===== src/rtl/mrs_pkg.sv =====
package mrs_pkg;
  typedef enum logic [2:0] {
    ST_IDLE,
    ST_WAIT,
    ST_RUN,
    ST_CRST,
    ST_DRAIN
  } seq_state_e;
endpackage


===== src/rtl/mrs_trig_sync.sv =====
module mrs_trig_sync #(
  parameter int STAGES = 2
) (
  input  logic clk_i,
  input  logic rst_ni,
  input  logic async_i,
  output logic rise_o
);
  logic [STAGES:0] sr_q;

  always_ff @(posedge clk_i or negedge rst_ni) begin
    if (!rst_ni) sr_q <= '0;
    else         sr_q <= {sr_q[STAGES-1:0], async_i};
  end

  assign rise_o = sr_q[STAGES-1] & ~sr_q[STAGES];
endmodule


===== src/rtl/mrs_rclk_gen.sv =====
module mrs_rclk_gen #(
  parameter int TW = 8
) (
  input  logic          clk_i,
  input  logic          rst_ni,
  input  logic          en_i,
  input  logic          stop_i,
  input  logic          stall_i,
  input  logic [TW-1:0] hi_len_i,
  input  logic [TW-1:0] lo_len_i,
  output logic          rclk_o,
  output logic          fall_o,
  output logic          lowend_o
);
  logic          ph_q;
  logic [TW-1:0] pc_q;
  logic [TW-1:0] hi_eff, lo_eff;
  logic          hi_end, lo_done;

  assign hi_eff  = (hi_len_i == '0) ? TW'(1) : hi_len_i;
  assign lo_eff  = (lo_len_i == '0) ? TW'(1) : lo_len_i;
  assign hi_end  = ph_q & (pc_q >= hi_eff - TW'(1));
  assign lo_done = ~ph_q & (pc_q >= lo_eff - TW'(1));

  assign fall_o   = en_i & hi_end;
  assign lowend_o = en_i & lo_done & ~stall_i;
  assign rclk_o   = ph_q;

  always_ff @(posedge clk_i or negedge rst_ni) begin
    if (!rst_ni) begin
      ph_q <= 1'b0;
      pc_q <= '0;
    end else if (!en_i) begin
      ph_q <= 1'b0;
      pc_q <= '0;
    end else if (ph_q) begin
      if (hi_end) begin
        ph_q <= 1'b0;
        pc_q <= '0;
      end else begin
        pc_q <= pc_q + TW'(1);
      end
    end else if (lo_done) begin
      // low phase stretches while stalled
      if (!stall_i) begin
        ph_q <= ~stop_i;
        pc_q <= '0;
      end
    end else begin
      pc_q <= pc_q + TW'(1);
    end
  end
endmodule


===== src/rtl/mrs_out_reg.sv =====
module mrs_out_reg #(
  parameter int W = 19
) (
  input  logic         clk_i,
  input  logic         rst_ni,
  input  logic         push_i,
  input  logic [W-1:0] data_i,
  input  logic         ready_i,
  output logic         valid_o,
  output logic [W-1:0] data_o
);
  always_ff @(posedge clk_i or negedge rst_ni) begin
    if (!rst_ni) begin
      valid_o <= 1'b0;
      data_o  <= '0;
    end else if (push_i) begin
      valid_o <= 1'b1;
      data_o  <= data_i;
    end else if (ready_i) begin
      valid_o <= 1'b0;
    end
  end
endmodule


===== src/rtl/mux_readout_seq.sv =====
module mux_readout_seq #(
  parameter int N_CH      = 32,
  parameter int ADC_W     = 12,
  parameter int CNT_W     = 16,
  parameter int TW        = 8,
  parameter int LAT_W     = 4,
  parameter int PEAK_DFLT = 200,
  parameter int RST_CYC   = 4,
  parameter int SYNC_STG  = 2,
  localparam int CH_W     = $clog2(N_CH),
  localparam int OUT_W    = ADC_W + CH_W + 2
) (
  input  logic             clk_i,
  input  logic             rst_ni,
  input  logic             trig_i,
  input  logic [CNT_W-1:0] peak_dly_i,
  input  logic [TW-1:0]    rclk_hi_i,
  input  logic [TW-1:0]    rclk_lo_i,
  input  logic [LAT_W-1:0] adc_lat_i,
  input  logic [ADC_W-1:0] adc_data_i,
  input  logic             out_ready_i,
  output logic             hold_o,
  output logic             token_o,
  output logic             rclk_o,
  output logic             chip_rst_o,
  output logic             busy_o,
  output logic             out_valid_o,
  output logic [OUT_W-1:0] out_data_o
);
  import mrs_pkg::*;

  localparam int NPER_W = $clog2(N_CH + (2 ** LAT_W)) + 1;

  seq_state_e        state_q;
  logic [CNT_W-1:0]  wcnt_q;
  logic [NPER_W-1:0] nf_q;
  logic              hold_q, tok_q;

  logic              trig_rise;
  logic              fall, lowend, stall, last, push;
  logic [CNT_W-1:0]  peak_eff;
  logic [NPER_W-1:0] lat_ext, nper;
  logic [CH_W-1:0]   ch_idx;
  logic [OUT_W-1:0]  word;

  mrs_trig_sync #(.STAGES(SYNC_STG)) u_sync (
    .clk_i   (clk_i),
    .rst_ni  (rst_ni),
    .async_i (trig_i),
    .rise_o  (trig_rise)
  );

  assign stall = out_valid_o & ~out_ready_i;

  mrs_rclk_gen #(.TW(TW)) u_rclk (
    .clk_i    (clk_i),
    .rst_ni   (rst_ni),
    .en_i     (state_q == ST_RUN),
    .stop_i   (last),
    .stall_i  (stall),
    .hi_len_i (rclk_hi_i),
    .lo_len_i (rclk_lo_i),
    .rclk_o   (rclk_o),
    .fall_o   (fall),
    .lowend_o (lowend)
  );

  assign peak_eff = (peak_dly_i == '0) ? CNT_W'(PEAK_DFLT) : peak_dly_i;
  assign lat_ext  = NPER_W'(adc_lat_i);
  assign nper     = NPER_W'(N_CH) + lat_ext;
  assign last     = (nf_q == nper);
  // first lat samples after the token are pipeline leftovers
  assign push     = lowend & (nf_q > lat_ext);
  assign ch_idx   = CH_W'(nf_q - NPER_W'(1) - lat_ext);
  assign word     = {ch_idx == '0, ch_idx == CH_W'(N_CH - 1), ch_idx, adc_data_i};

  mrs_out_reg #(.W(OUT_W)) u_out (
    .clk_i   (clk_i),
    .rst_ni  (rst_ni),
    .push_i  (push),
    .data_i  (word),
    .ready_i (out_ready_i),
    .valid_o (out_valid_o),
    .data_o  (out_data_o)
  );

  always_ff @(posedge clk_i or negedge rst_ni) begin
    if (!rst_ni) begin
      state_q <= ST_IDLE;
      wcnt_q  <= '0;
      nf_q    <= '0;
      hold_q  <= 1'b0;
      tok_q   <= 1'b0;
    end else begin
      unique case (state_q)
        ST_IDLE: begin
          if (trig_rise) begin
            state_q <= ST_WAIT;
            wcnt_q  <= '0;
          end
        end
        ST_WAIT: begin
          if (wcnt_q == peak_eff - CNT_W'(1)) begin
            state_q <= ST_RUN;
            hold_q  <= 1'b1;
            tok_q   <= 1'b1;
            nf_q    <= '0;
          end else begin
            wcnt_q <= wcnt_q + CNT_W'(1);
          end
        end
        ST_RUN: begin
          if (fall) begin
            nf_q  <= nf_q + NPER_W'(1);
            tok_q <= 1'b0;
          end
          if (lowend && last) begin
            state_q <= ST_CRST;
            hold_q  <= 1'b0;
            wcnt_q  <= '0;
          end
        end
        ST_CRST: begin
          if (wcnt_q == CNT_W'(RST_CYC - 1)) state_q <= ST_DRAIN;
          else                               wcnt_q  <= wcnt_q + CNT_W'(1);
        end
        ST_DRAIN: begin
          if (!out_valid_o) state_q <= ST_IDLE;
        end
        default: state_q <= ST_IDLE;
      endcase
    end
  end

  assign hold_o     = hold_q;
  assign token_o    = tok_q;
  assign chip_rst_o = (state_q == ST_CRST);
  assign busy_o     = (state_q != ST_IDLE);
endmodule


===== config.mk =====
export PLATFORM = sky130hd
export DESIGN_NAME = mux_readout_seq
export DESIGN_NICKNAME = d
export VERILOG_FILES = /design/src/rtl/mrs_pkg.sv /design/src/rtl/mrs_trig_sync.sv /design/src/rtl/mrs_rclk_gen.sv /design/src/rtl/mrs_out_reg.sv /design/src/rtl/mux_readout_seq.sv
export SDC_FILE = /design/constraint.sdc
export NUM_CORES = 1
export LEC_CHECK = 0
export CELL_PAD_IN_SITES_DETAIL_PLACEMENT = 1
export CELL_PAD_IN_SITES_GLOBAL_PLACEMENT = 1
export CORE_MARGIN = 3
export CORE_UTILIZATION = 30
export DETAILED_ROUTE_END_ITERATION = 10
export GPL_TIMING_DRIVEN = 0
export PLACE_DENSITY_LB_ADDON = 0.08
export SLEW_MARGIN = 15
export SYNTH_ARGS = -nofsm -noshare
export SYNTH_HDL_FRONTEND = slang
export SYNTH_SLANG_ARGS = --single-unit

===== constraint.sdc =====
create_clock -name clk_i -period 2.8 [get_ports clk_i]
set_input_delay 0.56 -clock clk_i [delete_from_list [all_inputs] [get_ports clk_i]]
set_output_delay 0.56 -clock clk_i [all_outputs]
set_load 0.02 [all_outputs]

==> results.txt <==
For the count of warnings emitted by yosys, the log shows 0. The maximum count of clock buffers along a single path is 2. Clock tree synthesis inserted a total of 9 buffers. Setup violations remaining at the end of the flow were counted as 55. For this block, the initial DRC count from the detailed router was 134.

The cell that appears most often on the critical path is sky130_fd_sc_hd__buf_6. Setup repair after global routing could not meet its margin everywhere. Counting every instance in the synthesized netlist gives 475. The final cycle utilization of the critical path works out to 117%. In the routed layout, each cell is associated on average with a via count of 5.35. The tools report the remaining antenna violation count as 0. The clock sink count is 60, and the per-instance average area after synthesis is 9.14 um2. The run gives 50.6% as the share of the core filled with cells. The number of antenna violations at the first check in global routing was 0; the floorplan core area was 14000 um2.

Counting every net in the synthesized netlist gives 556. In this run the cell area of the synthesized design comes to 4340 um2. After synthesis, the cell types taking the most area are sky130_fd_sc_hd__dfrtp_1 35%, sky130_fd_sc_hd__ha_1 8.1%, sky130_fd_sc_hd__xnor2_1 4.8%, sky130_fd_sc_hd__mux2_1 3.6%, sky130_fd_sc_hd__nor2_1 3.4%. TritonCTS built the clock tree. After global routing the overflow that remains totals 0. The run finished, with violations left.

Counting flops and latches in the post-synthesis netlist gives 60. For this block, the via count after detailed routing is 4298. The floorplan has 43 rows.

In the layout the commonest cells are 60 x sky130_fd_sc_hd__dfrtp_1, 43 x sky130_fd_sc_hd__clkdlybuf4s50_1, 41 x sky130_fd_sc_hd__buf_4, 32 x sky130_fd_sc_hd__nor2_1, 25 x sky130_fd_sc_hd__inv_1. For the via count of the first global-routing pass, the log shows 4475. The commonest non-fill, non-tap cell in the layout was sky130_fd_sc_hd__dfrtp_1. In the synthesized netlist the dominant register cell turns out to be sky130_fd_sc_hd__dfrtp_1. The post-route clock skew was 0.00919 ns.

The total wirelength of the detailed-routed design came out at 14100 um. The worst setup path is launched from a primary input. The critical path's slowest cell was sky130_fd_sc_hd__nor4_4. The worst-case vdd ir drop is 0.000251 V. Based on the critical path, the design can be clocked at up to 305 MHz. The initial utilization of the core area, before any placement, comes to 31.0%. In the final design database the tool counted 700 nets. For the largest net degree at the start of global routing, the log shows 47.

The H-tree level count was 3. The worst setup path is captured at a flop. The post-route minimum period was 3.27 ns; the tightest slew margin relative to the limit was 58.6%. The worst hold path belongs to the class in2async. Across all hold checks on the routed design, the worst slack comes to 0.107 ns. The final count of hold timing violations is 0. Walking the worst path, the cells encountered are buf_12 > nor4_4 > a31oi_4 > buf_6 > nand2_4 > nor3_4 > xnor2_1 > ha_1 > buf_6 > nand3_4 > o21ai_4 > nand2_2 > buf_6 > o31a_1 > buf_4 > nor3_4 > mux2_4. The first detailed-routing pass ran for 4 iterations. 0 antenna diodes ended up in the layout. STA puts the critical path data arrival time at 3.48 ns. The most area-hungry cell type in the Yosys netlist is sky130_fd_sc_hd__dfrtp_1. The chip height is 126 um, and the layout cell share with drive strength beyond 1 is 38.1%.

At the end of routability-driven placement, the weighted congestion stood at 0.747. The clock network latency to the later pin of the worst-skew pair was 0.32 ns. The tree is rooted in a sky130_fd_sc_hd__clkbuf_16. The final count of pins violating max slew was 0; the slew at the pin with the worst max-slew slack was 0.615 ns. The maximum single-stage delay on the critical path was 0.33 ns; the maximum fanout count along the critical path was 4.

The data required time of the critical path came out at 3.00 ns. By startpoint and endpoint, the worst setup path is classified as in2reg. The tool flagged a number of max-cap violations equal to 0.

The detailed-route DRC error count came out at 0. The routed wire length per instance is 17.6 um, and the die outline area is 15900 um2. The layout-stage area growth over the synthesis result is 63.1%, and the total routing resource utilization after global routing is 17.4%. Sequential elements use 34.6% of the synthesized area.

In this run the power density over the cells is 396 nW/um2. The top cell type by area accounts for 34.6% of the synthesized area. The clock transition at the registers of the reported paths was 0.06 ns.

The final instance count without filler cells came out at 804. The post-layout total power was 2.81 mW. The checks that failed: setup timing.

The logs give 729 for the number of placed instances with taps included and 2.99 nW for the static leakage. Input and output buffers added on the ports amount to 73. The run gives 9350 um as the total half-perimeter wirelength after legalization and detailed placement. The number of flops mapped to enable cells by yosys came out at 0. The logs give 22800 um for the first-pass GRT wire length and -0.475 ns for the worst path setup slack after routing. For the count of boundary I/O pins, the log shows 77. The die width works out to 126 um. Worst slack at placement: -1.44 ns. Yosys mapped the design onto 60 distinct sky130hd cell types. Of all flip-flops after synthesis, the portion carrying an async set or reset was 100%.
==> Yosys cell counts, drive strengths merged (6+ instances only) <==
master / n
a21o: 6
a21oi: 14
a31oi: 12
and3: 11
buf: 8
clkbuf: 16
dfrtp: 60
ha: 28
inv: 29
mux2: 17
nand2: 21
nand2b: 12
nand3: 19
nand4: 8
nor2: 39
nor3: 15
nor4: 15
o21ai: 22
o31ai: 15
o41ai: 16
xnor2: 24
xor2: 10
==> metrics by stage <==
stage               cell area (um2)  setup TNS (ns)
floorplan                      4580          -10.55
global placement               5540         -120.36
detailed placement             5560          -64.38
CTS                            6730          -14.94
global route                   7080          -21.19
finish                         7080          -15.18
==> report_power, final <==
| group | switching (mW) | internal (mW) |
|---|---|---|
| Sequential | 0.0416 | 0.915 |
| Clock | 0.392 | 0.784 |
| Combinational | 0.349 | 0.324 |
==> final cells by class <==
| cell class | instances | area [um2] |
|---|---|---|
| Fill cell | 1525 | 6910 |
| Multi-Input combinational cell | 362 | 3340 |
| Sequential cell | 60 | 1500 |
| Timing Repair Buffer | 135 | 1350 |
| Clock buffer | 13 | 280 |
| Tap cell | 180 | 225 |
| Buffer | 22 | 220 |
| Inverter | 29 | 116 |
| Clock inverter | 3 | 42.5 |
==> cells by family (layout without fill, tap and decap cells) <==
family                   count (synthesis)  count (layout)  share of synthesized area, %
adder cells (fa/ha/maj)                 29              29                          8.54
flip-flops                              60              60                          34.6
buffers and inverters                   53             202                          4.99
AND/OR/NAND/NOR                        170             170                          22.3
AO/OA/AOI/OAI                          111             111                          18.1
XOR/XNOR                                34              34                          6.86
multiplexers                            18              18                          4.64
==> repair_timing <==
| action | in CTS | in global routing |
|---|---|---|
| setup buffers | 45 | 18 |
| pin swaps | 47 | 31 |
| gates cloned | 6 | 0 |
| endpoints found under the hold margin | 0 | 0 |
| setup endpoints to repair | 57 | 56 |
| gates resized for setup | 213 | 68 |
| hold buffers | 0 | 0 |
==> worst max-delay path: cells and delay by family <==
kind                       cells  cell delay (ns)
AOI/OAI and AO/OA              3             0.62
xor gates and xnor gates       1             0.13
adders and majority gates      1             0.33
muxes                          1             0.32
and+or+nand+nor                6             0.84
buffers and inverters          5             0.68
==> flip-flops by register name (all words and copies together) (netlist names) <==
signal	cells
u_out.data_o	19
wcnt_q	16
u_rclk.pc_q	8
nf_q	7
state_q	3
u_sync.sr_q	3
hold_o	1
token_o	1
u_out.valid_o	1
u_rclk.rclk_o	1
==> worst paths after layout <==
path	endpoint	slack [ns]	from	depth (start not counted)
worst max-delay path	wcnt_q[1]	-0.47	rclk_lo_i[4]	17
worst min-delay path	wcnt_q[9]	0.11	rst_ni	1
worst max register to register	wcnt_q[4]	-0.13	wcnt_q[13]	8
worst min register to register	u_sync.sr_q[1]	0.35	u_sync.sr_q[0]	0
max in group asynchronous	u_rclk.pc_q[6]	2.18	rst_ni	2
min in group clk_i	u_sync.sr_q[1]	0.35	u_sync.sr_q[0]	0
==> routing by layer <==
layer,wire length [um],GRT usage (%)
met1,6530,23.4
met2,7070,29.7
met3,442,2.71
met4,101,3.41
met5,0,0
Power figures use the tool's default switching activity.
